`config.mk`:
```
export PLATFORM = sky130hd
export DESIGN_NAME = ptw2_walker
export DESIGN_NICKNAME = d
export VERILOG_FILES = /design/src/rtl/ptw2_pkg.sv /design/src/rtl/ptw2_ctrl.sv /design/src/rtl/ptw2_dpath.sv /design/src/rtl/ptw2_walker.sv
export SDC_FILE = /design/constraint.sdc
export NUM_CORES = 1
export LEC_CHECK = 0
export ABC_CLOCK_PERIOD_IN_PS = 1600
export BUFFER_PORTS_ARGS = -buffer_cell sky130_fd_sc_hd__buf_2
export CAP_MARGIN = 20
export CORE_ASPECT_RATIO = 1.2
export CORE_MARGIN = 10
export CORE_UTILIZATION = 43
export CTS_CLUSTER_DIAMETER = 150
export DETAILED_ROUTE_END_ITERATION = 10
export MAX_ROUTING_LAYER = met4
export PLACE_DENSITY = 0.77
export SLEW_MARGIN = 20
export SYNTH_ARGS = -nofsm -noshare
export SYNTH_HDL_FRONTEND = slang
export SYNTH_SLANG_ARGS = --single-unit
export TNS_END_PERCENT = 30
```
`constraint.sdc`:
```
create_clock -name clk -period 1.6 [get_ports clk]
set_input_delay 0.32 -clock clk [delete_from_list [all_inputs] [get_ports clk]]
set_output_delay 0.32 -clock clk [all_outputs]
set_load 0.05 [all_outputs]
```
`src/rtl/ptw2_pkg.sv`:
```
package ptw2_pkg;
  localparam int unsigned VA_W   = 32;
  localparam int unsigned PA_W   = 40;
  localparam int unsigned DATA_W = 32;
  localparam int unsigned CODE_W = 4;

  localparam int unsigned BIT_PRESENT = 0;
  localparam int unsigned BIT_RW      = 1;
  localparam int unsigned BIT_USER    = 2;
  localparam int unsigned BIT_ACC     = 5;
  localparam int unsigned BIT_DIRTY   = 6;
  localparam int unsigned BIT_BIG     = 7;
  localparam int unsigned BIT_BIGRSVD = 21;

  typedef enum logic [2:0] {
    ST_IDLE, ST_READ_PDE, ST_WB_PDE, ST_READ_PTE, ST_CHECK, ST_WB_PTE, ST_DONE
  } walkStateT;

  typedef struct packed {
    logic capReq;
    logic identity;
    logic capPde;
    logic capBig;
    logic capPte;
    logic setNp;
    logic setRsvd;
    logic useTbl;
    logic wbFinal;
  } strobeT;

  typedef struct packed {
    logic rdPresent;
    logic rdBig;
    logic rdRsvd;
    logic rdAcc;
    logic needWb;
  } statusT;
endpackage

```
`src/rtl/ptw2_ctrl.sv`:
```
module ptw2_ctrl
  import ptw2_pkg::*;
(
  input  logic   clk,
  input  logic   rstN,
  input  logic   reqValid,
  input  logic   pagingEn,
  input  logic   memRespValid,
  input  statusT stat,
  output strobeT stb,
  output logic   memReqValid,
  output logic   memReqWrite,
  output logic   done
);
  walkStateT state, stateNext;
  logic pend;
  logic inMem;
  logic respHit;

  assign inMem = (state == ST_READ_PDE) || (state == ST_WB_PDE) ||
                 (state == ST_READ_PTE) || (state == ST_WB_PTE);
  assign memReqValid = inMem && !pend;
  assign memReqWrite = (state == ST_WB_PDE) || (state == ST_WB_PTE);
  assign respHit = pend && memRespValid;
  assign done = (state == ST_DONE);

  always_comb begin
    stateNext = state;
    stb = '0;
    stb.useTbl  = (state == ST_READ_PTE) || (state == ST_WB_PTE);
    stb.wbFinal = (state == ST_WB_PTE);
    case (state)
      ST_IDLE: if (reqValid) begin
        stb.capReq = 1'b1;
        if (!pagingEn) begin
          stb.identity = 1'b1;
          stateNext = ST_DONE;
        end else begin
          stateNext = ST_READ_PDE;
        end
      end
      ST_READ_PDE: if (respHit) begin
        if (!stat.rdPresent) begin
          stb.setNp = 1'b1;
          stateNext = ST_DONE;
        end else if (stat.rdBig) begin
          if (stat.rdRsvd) begin
            stb.setRsvd = 1'b1;
            stateNext = ST_DONE;
          end else begin
            stb.capBig = 1'b1;
            stateNext = ST_CHECK;
          end
        end else begin
          stb.capPde = 1'b1;
          stateNext = stat.rdAcc ? ST_READ_PTE : ST_WB_PDE;
        end
      end
      ST_WB_PDE: if (respHit) stateNext = ST_READ_PTE;
      ST_READ_PTE: if (respHit) begin
        if (!stat.rdPresent) begin
          stb.setNp = 1'b1;
          stateNext = ST_DONE;
        end else begin
          stb.capPte = 1'b1;
          stateNext = ST_CHECK;
        end
      end
      ST_CHECK: stateNext = stat.needWb ? ST_WB_PTE : ST_DONE;
      ST_WB_PTE: if (respHit) stateNext = ST_DONE;
      ST_DONE: stateNext = ST_IDLE;
      default: stateNext = ST_IDLE;
    endcase
  end

  always_ff @(posedge clk) begin
    if (!rstN) begin
      state <= ST_IDLE;
      pend  <= 1'b0;
    end else begin
      state <= stateNext;
      if (memReqValid) pend <= 1'b1;
      else if (respHit) pend <= 1'b0;
    end
  end
endmodule

```
`src/rtl/ptw2_dpath.sv`:
```
module ptw2_dpath
  import ptw2_pkg::*;
(
  input  logic              clk,
  input  logic              rstN,
  input  strobeT            stb,
  input  logic [VA_W-1:0]   reqAddr,
  input  logic              reqWrite,
  input  logic              reqUser,
  input  logic [VA_W-1:0]   cr3,
  input  logic              pseEn,
  input  logic [VA_W-1:0]   a20Mask,
  input  logic [DATA_W-1:0] memRData,
  output statusT            stat,
  output logic [VA_W-1:0]   memReqAddr,
  output logic [DATA_W-1:0] memWData,
  output logic [PA_W-1:0]   physAddr,
  output logic              bigPage,
  output logic              attrUser,
  output logic              attrWrite,
  output logic              fault,
  output logic [CODE_W-1:0] faultCode
);
  localparam int unsigned OFS_W  = 12;
  localparam int unsigned IDX_W  = 10;
  localparam int unsigned BIG_W  = 22;
  localparam int unsigned HIGH_W = PA_W - VA_W;

  logic [VA_W-1:0]   vaR;
  logic              wrR, usrR, idR, bigR, faultR;
  logic [CODE_W-1:0] codeR;
  logic [DATA_W-1:0] pdeR, entR;
  logic [DATA_W-1:0] newEnt;
  logic [VA_W-1:0]   pdeAddr, pteAddr, lowSmall, lowBig;
  logic              finalDirty;

  assign pdeAddr = ({cr3[VA_W-1:OFS_W], {OFS_W{1'b0}}} +
                    {{(VA_W-IDX_W-2){1'b0}}, vaR[VA_W-1:BIG_W], 2'b00}) & a20Mask;
  assign pteAddr = ({pdeR[DATA_W-1:OFS_W], {OFS_W{1'b0}}} +
                    {{(VA_W-IDX_W-2){1'b0}}, vaR[BIG_W-1:OFS_W], 2'b00}) & a20Mask;

  assign newEnt = entR | (DATA_W'(1) << BIT_ACC) | (DATA_W'(wrR) << BIT_DIRTY);
  assign finalDirty = newEnt[BIT_DIRTY];

  assign stat.rdPresent = memRData[BIT_PRESENT];
  assign stat.rdBig     = memRData[BIT_BIG] && pseEn;
  assign stat.rdRsvd    = memRData[BIT_BIGRSVD];
  assign stat.rdAcc     = memRData[BIT_ACC];
  assign stat.needWb    = (newEnt != entR);

  assign memReqAddr = (stb.useTbl && !bigR) ? pteAddr : pdeAddr;
  assign memWData   = stb.wbFinal ? newEnt : (pdeR | (DATA_W'(1) << BIT_ACC));

  assign lowSmall = {entR[DATA_W-1:OFS_W], vaR[OFS_W-1:0]} & a20Mask;
  assign lowBig   = {entR[DATA_W-1:BIG_W], vaR[BIG_W-1:0]} & a20Mask;

  always_comb begin
    if (idR) begin
      physAddr  = {{HIGH_W{1'b0}}, vaR & a20Mask};
      attrUser  = 1'b1;
      attrWrite = 1'b1;
    end else if (bigR) begin
      physAddr  = {entR[BIT_BIGRSVD-1 -: HIGH_W], lowBig};
      attrUser  = entR[BIT_USER];
      attrWrite = entR[BIT_RW] && finalDirty;
    end else begin
      physAddr  = {{HIGH_W{1'b0}}, lowSmall};
      attrUser  = pdeR[BIT_USER] && entR[BIT_USER];
      attrWrite = pdeR[BIT_RW] && entR[BIT_RW] && finalDirty;
    end
  end

  assign bigPage   = bigR;
  assign fault     = faultR;
  assign faultCode = codeR;

  always_ff @(posedge clk) begin
    if (!rstN) begin
      vaR <= '0; wrR <= 1'b0; usrR <= 1'b0; idR <= 1'b0; bigR <= 1'b0;
      faultR <= 1'b0; codeR <= '0; pdeR <= '0; entR <= '0;
    end else begin
      if (stb.capReq) begin
        vaR <= reqAddr; wrR <= reqWrite; usrR <= reqUser;
        idR <= 1'b0; bigR <= 1'b0; faultR <= 1'b0; codeR <= '0;
      end
      if (stb.identity) idR <= 1'b1;
      if (stb.capPde) pdeR <= memRData;
      if (stb.capPte) entR <= memRData;
      if (stb.capBig) begin
        pdeR <= memRData;
        entR <= memRData;
        bigR <= 1'b1;
      end
      if (stb.setNp) begin
        faultR <= 1'b1;
        codeR  <= {1'b0, usrR, wrR, 1'b0};
      end
      if (stb.setRsvd) begin
        faultR <= 1'b1;
        codeR  <= {1'b1, usrR, wrR, 1'b1};
      end
    end
  end
endmodule

```
`src/rtl/ptw2_walker.sv`:
```
module ptw2_walker
  import ptw2_pkg::*;
(
  input  logic              clk,
  input  logic              rstN,
  input  logic              reqValid,
  input  logic [VA_W-1:0]   reqAddr,
  input  logic              reqWrite,
  input  logic              reqUser,
  input  logic [VA_W-1:0]   cr3,
  input  logic              pseEn,
  input  logic              pagingEn,
  input  logic [VA_W-1:0]   a20Mask,
  output logic              memReqValid,
  output logic              memReqWrite,
  output logic [VA_W-1:0]   memReqAddr,
  output logic [DATA_W-1:0] memWData,
  input  logic              memRespValid,
  input  logic [DATA_W-1:0] memRData,
  output logic              done,
  output logic [PA_W-1:0]   physAddr,
  output logic              bigPage,
  output logic              attrUser,
  output logic              attrWrite,
  output logic              fault,
  output logic [CODE_W-1:0] faultCode
);
  strobeT stb;
  statusT stat;

  ptw2_ctrl ctrl_i (
    .clk(clk), .rstN(rstN), .reqValid(reqValid), .pagingEn(pagingEn),
    .memRespValid(memRespValid), .stat(stat), .stb(stb),
    .memReqValid(memReqValid), .memReqWrite(memReqWrite), .done(done)
  );

  ptw2_dpath dpath_i (
    .clk(clk), .rstN(rstN), .stb(stb), .reqAddr(reqAddr), .reqWrite(reqWrite),
    .reqUser(reqUser), .cr3(cr3), .pseEn(pseEn), .a20Mask(a20Mask),
    .memRData(memRData), .stat(stat), .memReqAddr(memReqAddr),
    .memWData(memWData), .physAddr(physAddr), .bigPage(bigPage),
    .attrUser(attrUser), .attrWrite(attrWrite), .fault(fault),
    .faultCode(faultCode)
  );
endmodule

```
Word level (Yosys, flattened, before mapping)
Cells that the tools add are included. W data, S select, Z words.

Output and inout port bits: 115. Word-level logic and storage cells: 108. Register bits: 109.

Multiplexer cells: 54. Reductions and logical operators: 23. $add $sub $neg: 2. Bitwise logic cells: 6. Equality and inequality tests: 12.

Operator list (count): $mux W32 (6); $and A32 B32 Y32 (5); $mux W40 (2); $add A32 B12 Y32 (2); $ne A32 B32 Y1 (1); $or A32 B7 Y32 (1); $mux W3 (8); $mux W1 (23); $mux W2 (10); $pmux W3 S6 (1); $mux W4 (3); $reduce_bool A2 Y1 (5); $eq A3 B3 Y1 const B (3); $logic_and A1 B1 Y1 (8); $eq A3 B2 Y1 const B (2); $ne A2 B1 Y1 const B (3); $logic_or A1 B1 Y1 (5); $reduce_and A5 Y1 (1); $ne A2 B2 Y1 const B (2); $eq A3 B1 Y1 const B (1); $logic_not A3 Y1 (1); $reduce_bool A3 Y1 (1); $logic_not A1 Y1 (2); $pmux W1 S2 (1).

Logic depth before layout (Yosys ltp)
Gate-level depths: netlist of the first run.

Depth after elaboration: 7. Mapped depth: 7.

Hierarchy
From an unflattened synthesis of the first run, not the netlist that was laid out.

Cell total of the unflattened synthesis: 695. Area total of the unflattened synthesis: 5693.0 um^2.

Modules (own cells, without submodules): ptw2_dpath (cells each 636, area each 5267.6 um^2, times used 1); ptw2_ctrl (cells each 59, area each 425.4 um^2, times used 1).

Worst setup path before layout of the first run
Ideal clock, no wire load.

Path type: register to output. From: register dpath_i.bigR (netlist: dpath_i.bigPage). To: output memReqAddr[10]. Path slack: -1.115 ns. Cell stages (with the launch flop): 5. Required time: 1.280 ns. Data arrival time: 2.395 ns. Cells stage by stage: dfxtp_1 nand3b_1 clkbuf_1 nand2_1 a21boi_0.

Longest elaborated chain between the ends: 3.

RTL lines: start: declaration (line ptw2_dpath.sv:30) `logic wrR, usrR, idR, bigR, faultR;`; start signal: assignment (line ptw2_dpath.sv:79) `vaR <= '0; wrR <= 1'b0; usrR <= 1'b0; idR <= 1'b0; bigR <= 1'b0;`; start signal: assignment (line ptw2_dpath.sv:84) `idR <= 1'b0; bigR <= 1'b0; faultR <= 1'b0; codeR <= '0;`; start signal: assignment (line ptw2_dpath.sv:92) `bigR <= 1'b1;`; $logic_not A1 Y1 (line ptw2_dpath.sv:51) `assign memReqAddr = (stb.useTbl && !bigR) ? pteAddr : pdeAddr;`; $logic_and A1 B1 Y1 (line ptw2_dpath.sv:51); $mux W32 (line ptw2_dpath.sv:51); end: declaration (line ptw2_walker.sv:16) `output logic [VA_W-1:0] memReqAddr,`.

Every way passes these cells.

Final worst setup path of the first run
From: register ctrl_i.state[2]. To: output memReqAddr[2].

Longest elaborated chain between the ends: 4.

RTL lines: start: declaration (line ptw2_ctrl.sv:15) `walkStateT state, stateNext;`; start signal: assignment (line ptw2_ctrl.sv:81) `state <= stateNext;`; $eq A3 B2 Y1 / $eq A3 B3 Y1 (equally long branches) (line ptw2_ctrl.sv:30) `stb.useTbl = (state == ST_READ_PTE) || (state == ST_WB_PTE);`; $logic_or A1 B1 Y1 * (line ptw2_ctrl.sv:30); $logic_and A1 B1 Y1 * (line ptw2_dpath.sv:51); $mux W32 * (line ptw2_dpath.sv:51).

Mark *: on every way between the ends. The rest lies on a longest branch, timed or not.

==> results.txt, run 1 <==
- Switching part of the total: 0.392
- Net count reported at finish: 1101
- Worst Reg2Reg Path Length in Cells: 7
* Proportion of synthesized chip area in sequential cells: 0.384
- The netlist uses 41 different library cells.
- At the end of routability-driven placement, the weighted congestion stood at 0.881.
- The first routing iteration left 449 violations.
- Share of total power in combinational logic: 0.450
- Largest net degree at the start of global routing: 51
- The first global-routing pass estimated 30.8 mm of wire.
- STA classifies the critical path endpoint as a primary output.
- Clock buffer count from CTS: 9
- On the final layout, the worst clock skew is 0.00467 ns.
- Once layout is complete, the utilization of the core stands at 0.724.
* Status: finished with violations
- Timing would allow up to 478 MHz.
- The design draws 0.00945 W.
- The analysis attributes to net switching a power of 0.00371 W.
* Critical path start-end classification: flop to primary output
* Area of the core: 0.0127 mm^2
* Number of global-route vias before repair: 5833
- The floorplan has 45 rows.
- Routed Antenna Nets: 0
* Hold Path Cell Cnt: 3
- After routing the design area is 0.00917 mm^2.
* Period minus WS final: 2.09 ns
* Warning count from the yosys run: 0
- Input and output buffers added on the ports amount to 235.
- In this run, synthesis produced a sequential element count of 107.
- From left edge to right edge, the die measures 124 um.
* Area contributors post-synth: sky130_fd_sc_hd__dfxtp_1 (38%), sky130_fd_sc_hd__nand2_1 (17%), sky130_fd_sc_hd__a21boi_0 (14%)
- Via count of the routed design: 6042
- Dividing the detail-routed via count by the number of cells gives 5.31.
* Count of cell instances traversed by the critical path: 7
* Final cycle utilization of the critical path: 1.31
- The signal on the critical path passes through xor2_2 -> and3b_2 -> buf_12 -> buf_8 -> nand2_2 -> a21boi_4 -> buf_8.
- Clk sinks: 107
- The initial utilization of the core area, before any placement, comes to 0.440.
* Mapped Avg Cell Area: 7.70 um^2
- STA puts the critical path data required time at 1.28 ns.
* RSZ-0062 raised after global routing: true
* Area fraction of the dominant cell type after synthesis: 0.384
* Register clock-pin slew on the reported worst setup and hold paths: 0.07 ns
* # setup viols final: 122
- Num ports: 251
* Violations in the final reports: negative setup slack
* Power density of the placed cells: 1030 mW/mm^2
* Area after detailed placement: 0.00767 mm^2
* Initial antenna violation count: 0
- On the worst path, the slowest cell contributes a delay of 0.37 ns.
* Deepest level of the CTS H-tree: 3
- Gate count of the mapped netlist: 724
- The floorplan step defined a die boundary enclosing 0.0179 mm^2.
- Path category of the worst min-delay check: primary input to flop
* Global-route congestion overflow total: 0
* Max IR drop VDD: 1.07 mV
- The final count of hold timing violations is 0.
- Area of combinational cells with multiple inputs: 0.00401 mm^2
* Max-capacitance violation count: 0
* Cell Int Power: 0.00574 W
- Lkg Pwr: 4.18 nW
* Master cell of the clock root buffer: sky130_fd_sc_hd__clkbuf_16
- Reg power frac: 0.338
- TritonCTS clock tree: done
* Die Height: 145 um
- Across every metal layer, demand over resource in global routing totals 0.225.
- Part of the power in the clock network: 0.212
* Post-layout worst setup margin: -0.494 ns
* Critical path's top delay family: buffers and inverters
- Total standard cell area after synthesis: 0.00557 mm^2
* Arr. time, crit path: 1.77 ns
* Sequential standard cell area: 0.00215 mm^2
- For the worst-skew pair, the clock arrives at the later sink with an insertion delay of 0.33 ns.
* Buffer and inverter count on the worst path: 3
- The synthesized design spends more area on one cell type than any other, namely sky130_fd_sc_hd__dfxtp_1.
- DRC violation count after routing: 0
- The clock passes through at most 2 buffers.
* Average routed wire per standard cell: 19.6 um
- Number of filler instances in the final layout: 939
- The worst setup path is launched from a flop.
- At the placement stage, the worst setup path has a slack of -0.244 ns.
- Of the cells placed in the final design, the portion with a size suffix greater than 1 is 0.467.
- Detail Placement HPWL: 15.5 mm
* Number of detailed-routing iterations run before antenna repair: 5
* Crit Path Max Fanout: 7
- Routed WL: 22.3 mm
- Slowest cell on the critical path: sky130_fd_sc_hd__dfxtp_4
- Number of max-slew violations in the final report: 0
- Worst path most repeated cell: sky130_fd_sc_hd__buf_8
* Layout overhead on the synthesized area: 64.6%
* Number of cells in the design after placement: 1109
* Non-filler instance count after layout: 1137
==> layout by cell type, fill, tap and decap left out, drive strengths merged, types with 2 or more instances in the layout <==
cell type | netlist | final
nand3 | 33 | 33
and2 | 21 | 21
nor3 | 3 | 3
o21ai | 35 | 35
mux2 | 30 | 30
nand2b | 3 | 3
nor2 | 9 | 9
nand4 | 2 | 2
clkinv | 0 | 3
mux2i | 12 | 12
a221oi | 3 | 3
or2 | 3 | 3
o21a | 3 | 3
dfxtp | 107 | 107
inv | 2 | 2
a21boi | 107 | 107
nor4 | 3 | 3
clkbuf | 28 | 15
nand2 | 254 | 254
clkinvlp | 0 | 2
buf | 28 | 281
diode | 0 | 3
nor2b | 13 | 13
a21oi | 6 | 6
o22ai | 3 | 3
nand3b | 3 | 3
conb | 2 | 3
==> power groups by stage <==
| stage | registers, W | clock network [W] | logic, W |
|---|---|---|---|
| after global routing | 0.00322 | 0.00218 | 0.00449 |
| after CTS | 0.00315 | 0.00206 | 0.00378 |
| after detailed placement | 0.00319 | 0 | 0.00340 |
| after floorplan | 0.00310 | 0 | 0.00235 |
| after global placement | 0.00318 | 0 | 0.00337 |
| final | 0.00319 | 0.00200 | 0.00425 |
==> timing repair <==
item	CTS	global route
pin swaps	5	38
hold buffers	0	0
gates cloned	2	5
gates resized for setup	190	161
buffers inserted	2	2
endpoints found under the setup margin	141	182
hold endpoints to repair	0	0
==> metal layers <==
| layer | part of all wire | up-vias | track usage |
|---|---|---|---|
| li1 | - | 2901 | - |
| met1 | 0.40 | 2872 | 0.264 |
| met2 | 0.51 | 237 | 0.377 |
| met3 | 0.068 | 32 | 0.0426 |
| met4 | 0.023 | 0 | 0.0771 |
| met5 | 0 | - | - |
==> synthesized netlist by cell type, drive strengths merged <==
library cell / instances
o211a: 1
inv: 2
o21ai: 35
o21a: 3
conb: 2
dfxtp: 107
a211o: 1
o22ai: 3
nor3b: 1
and3b: 1
nor3: 3
nand2b: 3
nand2: 254
a21oi: 6
nor2: 9
a21o: 1
nand3b: 3
o31ai: 1
nor4: 3
a221oi: 3
clkbuf: 28
nand4: 2
buf: 28
a21boi: 107
and3: 1
a211oi: 1
nand3: 33
mux2: 30
nor2b: 13
and4: 1
o21bai: 1
and2: 21
xor2: 1
mux2i: 12
or2: 3
==> registers in the layout, indices dropped and copies added (netlist names) <==
register	count
dpath_i.entR	32
dpath_i.vaR	32
dpath_i.pdeR	31
ctrl_i.state	3
dpath_i.faultCode	3
ctrl_i.pend	1
dpath_i.bigPage	1
dpath_i.fault	1
dpath_i.idR	1
dpath_i.usrR	1
dpath_i.wrR	1
==> stage by stage <==
stage               setup TNS [ns]  hold slack (ns)
floorplan                    -8.32            0.432
global placement             -9.84            0.441
detailed placement          -11.43            0.446
CTS                         -34.52            0.198
global route                -42.48            0.216
finish                      -33.39            0.217
==> area by class of cell <==
class | count | area share
antenna | 3 | 0.000819
clock buffer | 11 | 0.0254
clock inverter | 5 | 0.00328
inverter | 2 | 0.000819
multi-input combinational | 560 | 0.438
sequential | 107 | 0.235
tap | 164 | 0.0224
timing repair buffer | 285 | 0.275
==> worst paths after layout <==
kind / to / start / slack (ns)
setup / recovery: memReqAddr[2] / ctrl_i.state[2]$_SDFFE_PN0P_ / -0.49
hold / removal: dpath_i.pdeR[8]$_SDFFE_PN0P_ / memRData[8] / 0.22
setup reg to reg: dpath_i.pdeR[19]$_SDFFE_PN0P_ / ctrl_i.state[2]$_SDFFE_PN0P_ / -0.07
hold reg to reg: dpath_i.vaR[3]$_SDFFE_PN0P_ / dpath_i.vaR[3]$_SDFFE_PN0P_ / 0.45
==> logic make-up after synthesis <==
logic type,count (synthesis),synth area share
AND/OR/NAND/NOR,351,0.275
AO/OA/AOI/OAI,163,0.203
flip-flops,107,0.384
buffers and inverters,58,0.0525
multiplexers,42,0.0822
other,2,0.00135
XOR/XNOR,1,0.00157
==> worst register-to-register path, delay by kind of cell (launching register included) <==
family / cells / cell delay [ns]
compound gates: 1 / 0.10
flops: 1 / 0.36
simple gates: 2 / 0.51
buf+inv: 4 / 0.61
(Power assumes the default switching activity.)
==> run 2, diff against run 1 <==
Settings changed: CORE_ASPECT_RATIO 1.2 to 1.25.
==> run 2 against run 1 <==
  * The flow still finishes with violations (negative setup slack)
  * Global-route usage up 0.13 points
  * Sequential power fell by 2%
  * Wire length decreased by 4.0%
  * Largest cell class unchanged
  * Highest routed layer unchanged
==> results.txt, run 2 (synthesis gave the netlist of run 1 again) <==
- The HPWL reported at the end of detailed placement was 15.5 mm (-0.11%).
- The flow ran to the end, but the final reports show violations.
* Via count of the routed design: 5943 (-1.6%)
- First-pass GRT wire length: 31.8 mm (+3.4%)
- Number of global-route vias before repair: 5911 (+1.3%)
- The tree is rooted in a sky130_fd_sc_hd__clkbuf_16.
* Number of max-slew violations in the final report: 0 (unchanged)
- The worst setup path is launched from a flop.
* Total power after layout: 0.00927 W (-1.8%)
- Nature of the critical path endpoint: primary output
* Number of failing hold endpoints at the final stage: 0 (unchanged)
* Starting density of the core: 0.438 (-0.00177)
- The number of design rule violations left after detail routing is 0 (unchanged).
- # setup viols final: 93 (-24%)
- Deepest level of the CTS H-tree: 3 (unchanged)
* Number of detailed-routing iterations run before antenna repair: 4 (-1)
* Setup slack of the worst register-to-register path: 0.04 ns (+0.11 ns)
- Clk sinks: 107 (unchanged)
- Power density of the placed cells: 1050 mW/mm^2 (+2.1%)
- Setup repair after global routing could not meet its margin everywhere.
- The area growth from synthesis to layout is 58.2%.
* Crit Path Max Fanout: 18 (+11)
- Path category of the worst min-delay check: primary input to flop
- Area of the core: 0.0127 mm^2 (+0.40%)
- Max-capacitance violation count: 0 (unchanged)
* Max IR drop VDD: 0.933 mV (-13%)
- The clock latency of the later-clocked register in the worst-skew pair is 0.34 ns (about the same).
- At the pin with the least slew margin, the transition time is 0.520 ns.
- The critical path in this run is classified as flop to primary output.
* Register clock-pin slew on the reported worst setup and hold paths: 0.08 ns (about the same)
* Post-Route Skew: 0.00619 ns (+0.00151 ns)
* Net count reported at finish: 1095 (-0.54%)
- Routed WL: 21.4 mm (-4.0%)
- Area of combinational cells with multiple inputs: 0.00381 mm^2 (-5.1%)
- The global-route usage over all layers was 0.226 (+0.00131).
- Routed Antenna Nets: 0 (unchanged)
- Number of buffers on the longest clock path: 2 (unchanged)
* Violations in the final reports: negative setup slack
- Achievable clock frequency: 479 MHz (+0.25%)
* Number of DRC violations after detailed-routing iteration 0: 409 (-8.9%)
* Clock buffer count from CTS: 9 (unchanged)
- The quantity of I/O buffers inserted on ports is 235 (unchanged).
- Largest registers: dpath_i.entR (32), dpath_i.vaR (32), dpath_i.pdeR (31)
- The die span in x was 122 um (-1.7%).
* Final cycle utilization of the critical path: 1.31 (-0.00321)
- The worst-case setup margin in the final layout is -0.489 ns (+0.00514 ns).
* Largest net degree at the start of global routing: 50 (-2.0%)
* Per-cell via count in the routed design: 5.24 (-1.5%)
* Relative max-transition margin: 0.650
* Period minus WS final: 2.09 ns (-0.00514 ns)
- Sequential standard cell area: 0.00215 mm^2 (about the same)
- Worst endpoint required time: 1.28 ns (about the same)
- The hold-fix buffer count after cts came to 0 (unchanged).
* Num ports: 251 (unchanged)
- The library cell used most frequently in the layout, excluding fill and tap cells, is sky130_fd_sc_hd__nand2_1.
- Standard-cell rows: 46 (+2.2%)
- The overall overflow remaining after global route is 0 (unchanged).
- The final RePlAce weighted congestion was 0.890 (+0.99%).
- The library cells used most frequently in the layout, excluding fill and tap cells, are sky130_fd_sc_hd__nand2_1 (235), sky130_fd_sc_hd__buf_2 (146), sky130_fd_sc_hd__dfxtp_1 (101).
- The routed length per instance came to 18.9 um (-3.8%).
- TritonCTS built the clock tree.
- The number of filler instances in the final layout came to 997 (+6.2%).
- Worst-case setup slack after placement: -0.196 ns (+0.0476 ns)
- Lkg Pwr: 3.84 nW (-8.2%)
* Initial antenna violation count: 3 (+3)
- Utilization after layout: 0.693 (-0.0309)
- Arr. time, crit path: 1.77 ns (about the same)
* Die area: 0.0179 mm^2 (about the same)
- Die Height: 147 um (+1.8%)
- Ratio of cells with drive above 1 in the final layout: 0.436 (-0.0313)
==> run 2: cell types whose count changed in the layout (fill, tap and decap cells not counted), sizes merged <==
cell,before,now
inv,2,4
buf,281,275
clkinv,3,2
clkbuf,15,14
==> run 2: power breakdown <==
group / switching, W / leakage, nW / internal [W] / total, W
combinational: 0.00238 / 2.83 / 0.00160 / 0.00397
sequential: 0.000227 / 0.870 / 0.00292 / 0.00314
clock: 0.00104 / 0.137 / 0.00112 / 0.00216
total: 0.00364 / 3.84 / 0.00563 / 0.00927
==> run 2: area by class of cell <==
| type | count | share of cell area |
|---|---|---|
| Antenna cell | 3 | 0.000852 |
| Clock buffer | 10 | 0.0271 |
| Clock inverter | 6 | 0.00554 |
| Inverter | 2 | 0.000852 |
| Multi-Input combinational cell | 560 | 0.432 |
| Sequential cell | 107 | 0.244 |
| Tap cell | 168 | 0.0239 |
| Timing Repair Buffer | 279 | 0.265 |
==> run 2: final timing paths <==
path,cells after the start,to,from
min,3,dpath_i.pdeR[8]$_SDFFE_PN0P_,memRData[8]
max reg2reg,7,dpath_i.pdeR[16]$_SDFFE_PN0P_,ctrl_i.state[0]$_SDFFE_PN0P_
max,6,memReqAddr[2],ctrl_i.state[2]$_SDFFE_PN0P_
min reg2reg,2,dpath_i.entR[3]$_SDFFE_PN0P_,dpath_i.entR[3]$_SDFFE_PN0P_
==> run 2: metal layers <==
metal  vias up  wire length (um)  GRT usage
met4         0               533     0.0848
li1       2883                 -          -
met5         -                 0          -
met2       222             11300      0.392
met3        40              1170     0.0303
met1      2798              8400      0.256
==> run 2: critical path, stage by stage, from the launching register on <==
cell                       delay, ns
sky130_fd_sc_hd__dfxtp_2        0.35
sky130_fd_sc_hd__xor2_1         0.17
sky130_fd_sc_hd__and3b_2        0.27
sky130_fd_sc_hd__buf_12         0.18
sky130_fd_sc_hd__nand2_1        0.11
sky130_fd_sc_hd__a21boi_4       0.18
sky130_fd_sc_hd__buf_6          0.18
==> run 2: what timing repair did <==
item                       CTS  global route
setup endpoints to repair  154           171
setup buffers                0             3
resized for setup          176            76
pin swaps                    4             2
gates cloned                 0             3
==> run 2: metrics by stage <==
step	cells	TNS [ns]	area (um^2)	hold slack, ns
2_1_floorplan	725	-8.32	6130	0.432
3_3_place_gp	1110	-7.61	7680	0.439
3_5_place_dp	1110	-9.91	7680	0.444
4_1_cts	1126	-31.54	8510	0.199
5_1_grt	1135	-39.49	8810	0.212
6_report	1135	-32.90	8810	0.209
==> run 3, diff against run 2 <==
Settings changed: CORE_UTILIZATION 43 to 30, PLACE_DENSITY 0.77 to unset.
==> run 3 against run 2 <==
  * The run still ends with negative setup slack left
  * Clock skew grew 0.0024 ns
  * Global-route usage shrank 5.5 points
  * Combinational power hardly changed
  * Fmax down 1.2%
  * Setup slack worse by 0.026 ns
  * Utilization is 20 points lower
  * Die area is 36% higher
  * Sequential share of layout area shrank 0.46 points
  * Non-clock buffer count fell by 2
  * Worst hold slack worse by 0.014 ns
  * Largest cell class unchanged
==> results.txt, run 3 (synthesis gave the netlist of run 1 again) <==
- Non-filler instance count after layout: 1191 (+4.9%)
* Post-cts hold buffer count: 0 (unchanged)
* Leading cell type in the layout, fill and taps excluded: sky130_fd_sc_hd__nand2_1
- Total power after layout: 0.00935 W (+0.84%)
* Average routed wire per standard cell: 18.2 um (-3.5%)
- The startpoint identified for the worst register-to-register timing path is ctrl_i.state[0]$_SDFFE_PN0P_.
- The overall overflow remaining after global route came to 0 (unchanged).
* Number of max-slew violations in the final report: 0 (unchanged)
- The static leakage power came to 3.96 nW (+3.2%).
* Hold path endpoint: dpath_i.pdeR[24]$_SDFFE_PN0P_
- The global-route wire length before repair was 32.4 mm (+1.9%).
- The maximum fanout encountered on the critical timing path is 6 (-12).
* Number of failing hold endpoints at the final stage: 0 (unchanged)
- The number of nets in the final layout was 1093 (-0.18%).
- Routed WL: 21.7 mm (+1.3%)
- Gpl congestion: 0.868 (-2.5%)
- Register clock-pin slew on the reported worst setup and hold paths: 0.08 ns (about the same)
* Number of DRC violations after detailed-routing iteration 0: 294 (-28%)
- The met3 global-route usage came to 0.0291 (-0.00120).
- The number of nets still failing antenna checks after routing is 0 (unchanged).
* DRC violation count after routing: 0 (unchanged)
* Path category of the worst min-delay check: primary input to flop
* Clock buffer count from CTS: 9 (unchanged)
- Max-capacitance violation count: 0 (unchanged)
* Final instance area: 0.00897 mm^2 (+1.8%)
* Largest net degree at the start of global routing: 52 (+4.0%)
* Number of buffers on the longest clock path: 2 (unchanged)
- The data arrival at the endpoint of the critical path is 1.80 ns (+0.03 ns).
* Clk sinks: 107 (unchanged)
- The number of ports placed on the die boundary came to 251 (unchanged).
- The shortest period the worst path allows came to 2.12 ns (+0.0261 ns).
- GRT met2 Usage: 0.295 (-0.0973)
- The global-route usage over all layers was 0.171 (-0.0549).
- Busiest metal layer after global routing: met2
- The die span in x is 142 um (+16%).
- The CTS H-tree depth came to 3 (unchanged).
- RSZ-0062 raised after global routing: true
- Worst min-delay path startpoint: memRData[24]
* Layout overhead on the synthesized area: 61.1%
* Critical path start-end classification: flop to primary output
* Port Buffer Count: 235 (unchanged)
- Nature of the critical path endpoint: primary output
- Number of global-route vias before repair: 5875 (-0.61%)
- The power density over cell area came to 1040 mW/mm^2 (-0.96%).
- The post-detailed-placement cell area came to 0.00775 mm^2 (+1.0%).
- Worst-case setup slack after placement: -0.217 ns (-0.0204 ns)
- Setup slack of the worst register-to-register path: -0.08 ns (-0.12 ns)
- Utilization after layout: 0.494 (-0.199)
- The final reports fail on negative setup slack.
* Starting density of the core: 0.307 (-0.131)
- The number of cells on the worst hold path came to 3 (unchanged).
- The total setup violations reported at the end of the flow was 147 (+58%).
- Post-layout worst setup margin: -0.515 ns (-0.0261 ns)
- Worst endpoint required time: 1.28 ns (about the same)
- The top cell types in the final layout, fill and taps aside, are sky130_fd_sc_hd__nand2_1 (215), sky130_fd_sc_hd__buf_2 (146), sky130_fd_sc_hd__dfxtp_1 (103).
* TritonCTS clock tree: done
* Final cycle utilization of the critical path: 1.32 (+0.0163)
* Ratio of cells with drive above 1 in the final layout: 0.454 (+0.0186)
- The number of iterations in the first detailed-routing pass came to 4 (unchanged).
- Largest registers: dpath_i.entR (32), dpath_i.vaR (32), dpath_i.pdeR (31)
* Number of cells in the design after placement: 1169 (+5.3%)
- The flow ran to the end, but the final reports show violations.
- Clock tree synthesis selected as its root buffer the cell sky130_fd_sc_hd__clkbuf_16.
- The floorplan die area came to 0.0245 mm^2 (+36%).
* Capture point of the worst reg-to-reg path: dpath_i.pdeR[7]$_SDFFE_PN0P_
* Area of the core: 0.0182 mm^2 (+43%)
- The depth of the worst register-to-register path is 6 (-1).
* Per-cell via count in the routed design: 4.82 (-7.9%)
- The initial antenna violation count came to 1 (-2).
- The worst setup path is launched from a flop.
* Global-route met1 utilization: 0.197 (-0.0591)
* Detail Placement HPWL: 16.1 mm (+3.9%)
* Achievable clock frequency: 473 MHz (-1.2%)
- The height of the chip is 172 um (+17%).
* Post-Route Skew: 0.00854 ns (+0.00235 ns)
* Standard-cell rows: 55 (+20%)
- The clock latency of the later-clocked register in the worst-skew pair is 0.35 ns (about the same).
* Max IR drop VDD: 0.697 mV (-25%)
- Via count of the routed design: 5743 (-3.4%)
[run 3: metal layers]
metal  share of wire  vias to the layer above  wire length [um]
met5               0                        -                 0
met4           0.019                        0               402
met3           0.043                       18               938
met2            0.52                      143             11300
met1            0.41                     2696              9000
li1                -                     2886                 -
[run 3: worst max path at each step]
stage                                       startpoint             end  slack [ns]  cells past startpoint
after CTS                 ctrl_i.state[2]$_SDFFE_PN0P_  memReqAddr[19]       -0.53                      6
after global placement    ctrl_i.state[2]$_SDFFE_PN0P_  memReqAddr[31]       -0.21                      6
final                     ctrl_i.state[2]$_SDFFE_PN0P_  memReqAddr[17]       -0.52                      7
after detailed placement  ctrl_i.state[2]$_SDFFE_PN0P_   memReqAddr[3]       -0.22                      6
after global routing      ctrl_i.state[2]$_SDFFE_PN0P_  memReqAddr[16]       -0.60                      7
after floorplan           dpath_i.bigPage$_SDFFE_PN0P_    physAddr[12]       -0.15                      4
[run 3: cell type report]
cell class	instances	area (um^2)
tap	228	285
multi-input combinational	560	3870
timing repair buffer	277	2360
fill	1745	9190
inverter	2	7.51
clock buffer	11	243
antenna	1	2.50
clock inverter	5	48.8
sequential	107	2150
[run 3: timing repair]
item,in CTS,in global routing
gates resized for setup,190,66
setup endpoints to repair,163,200
cloned,0,4
pin swaps,3,29
buffers inserted,0,1
[run 3: critical path: stages (launching register included)]
cell	delay (ns)
sky130_fd_sc_hd__dfxtp_4	0.37
sky130_fd_sc_hd__xor2_2	0.14
sky130_fd_sc_hd__and3b_2	0.22
sky130_fd_sc_hd__buf_12	0.15
sky130_fd_sc_hd__clkbuf_16	0.17
sky130_fd_sc_hd__nand2_2	0.07
sky130_fd_sc_hd__a21boi_4	0.15
sky130_fd_sc_hd__buf_6	0.17
[run 3: report_power, final]
group / internal (W) / leakage [nW] / switching (W) / total [W]
Sequential: 0.00291 / 0.869 / 0.000253 / 0.00317
Clock: 0.00112 / 0.135 / 0.00109 / 0.00221
Combinational: 0.00160 / 2.95 / 0.00237 / 0.00397
Total: 0.00564 / 3.96 / 0.00372 / 0.00935
[run 3: metrics by stage]
step           hold WS, ns  setup TNS (ns)
4_1_cts              0.185          -35.80
5_1_grt              0.204          -53.73
3_3_place_gp         0.441          -10.19
6_report             0.195          -34.70
3_5_place_dp         0.446          -10.67
2_1_floorplan        0.432           -8.32
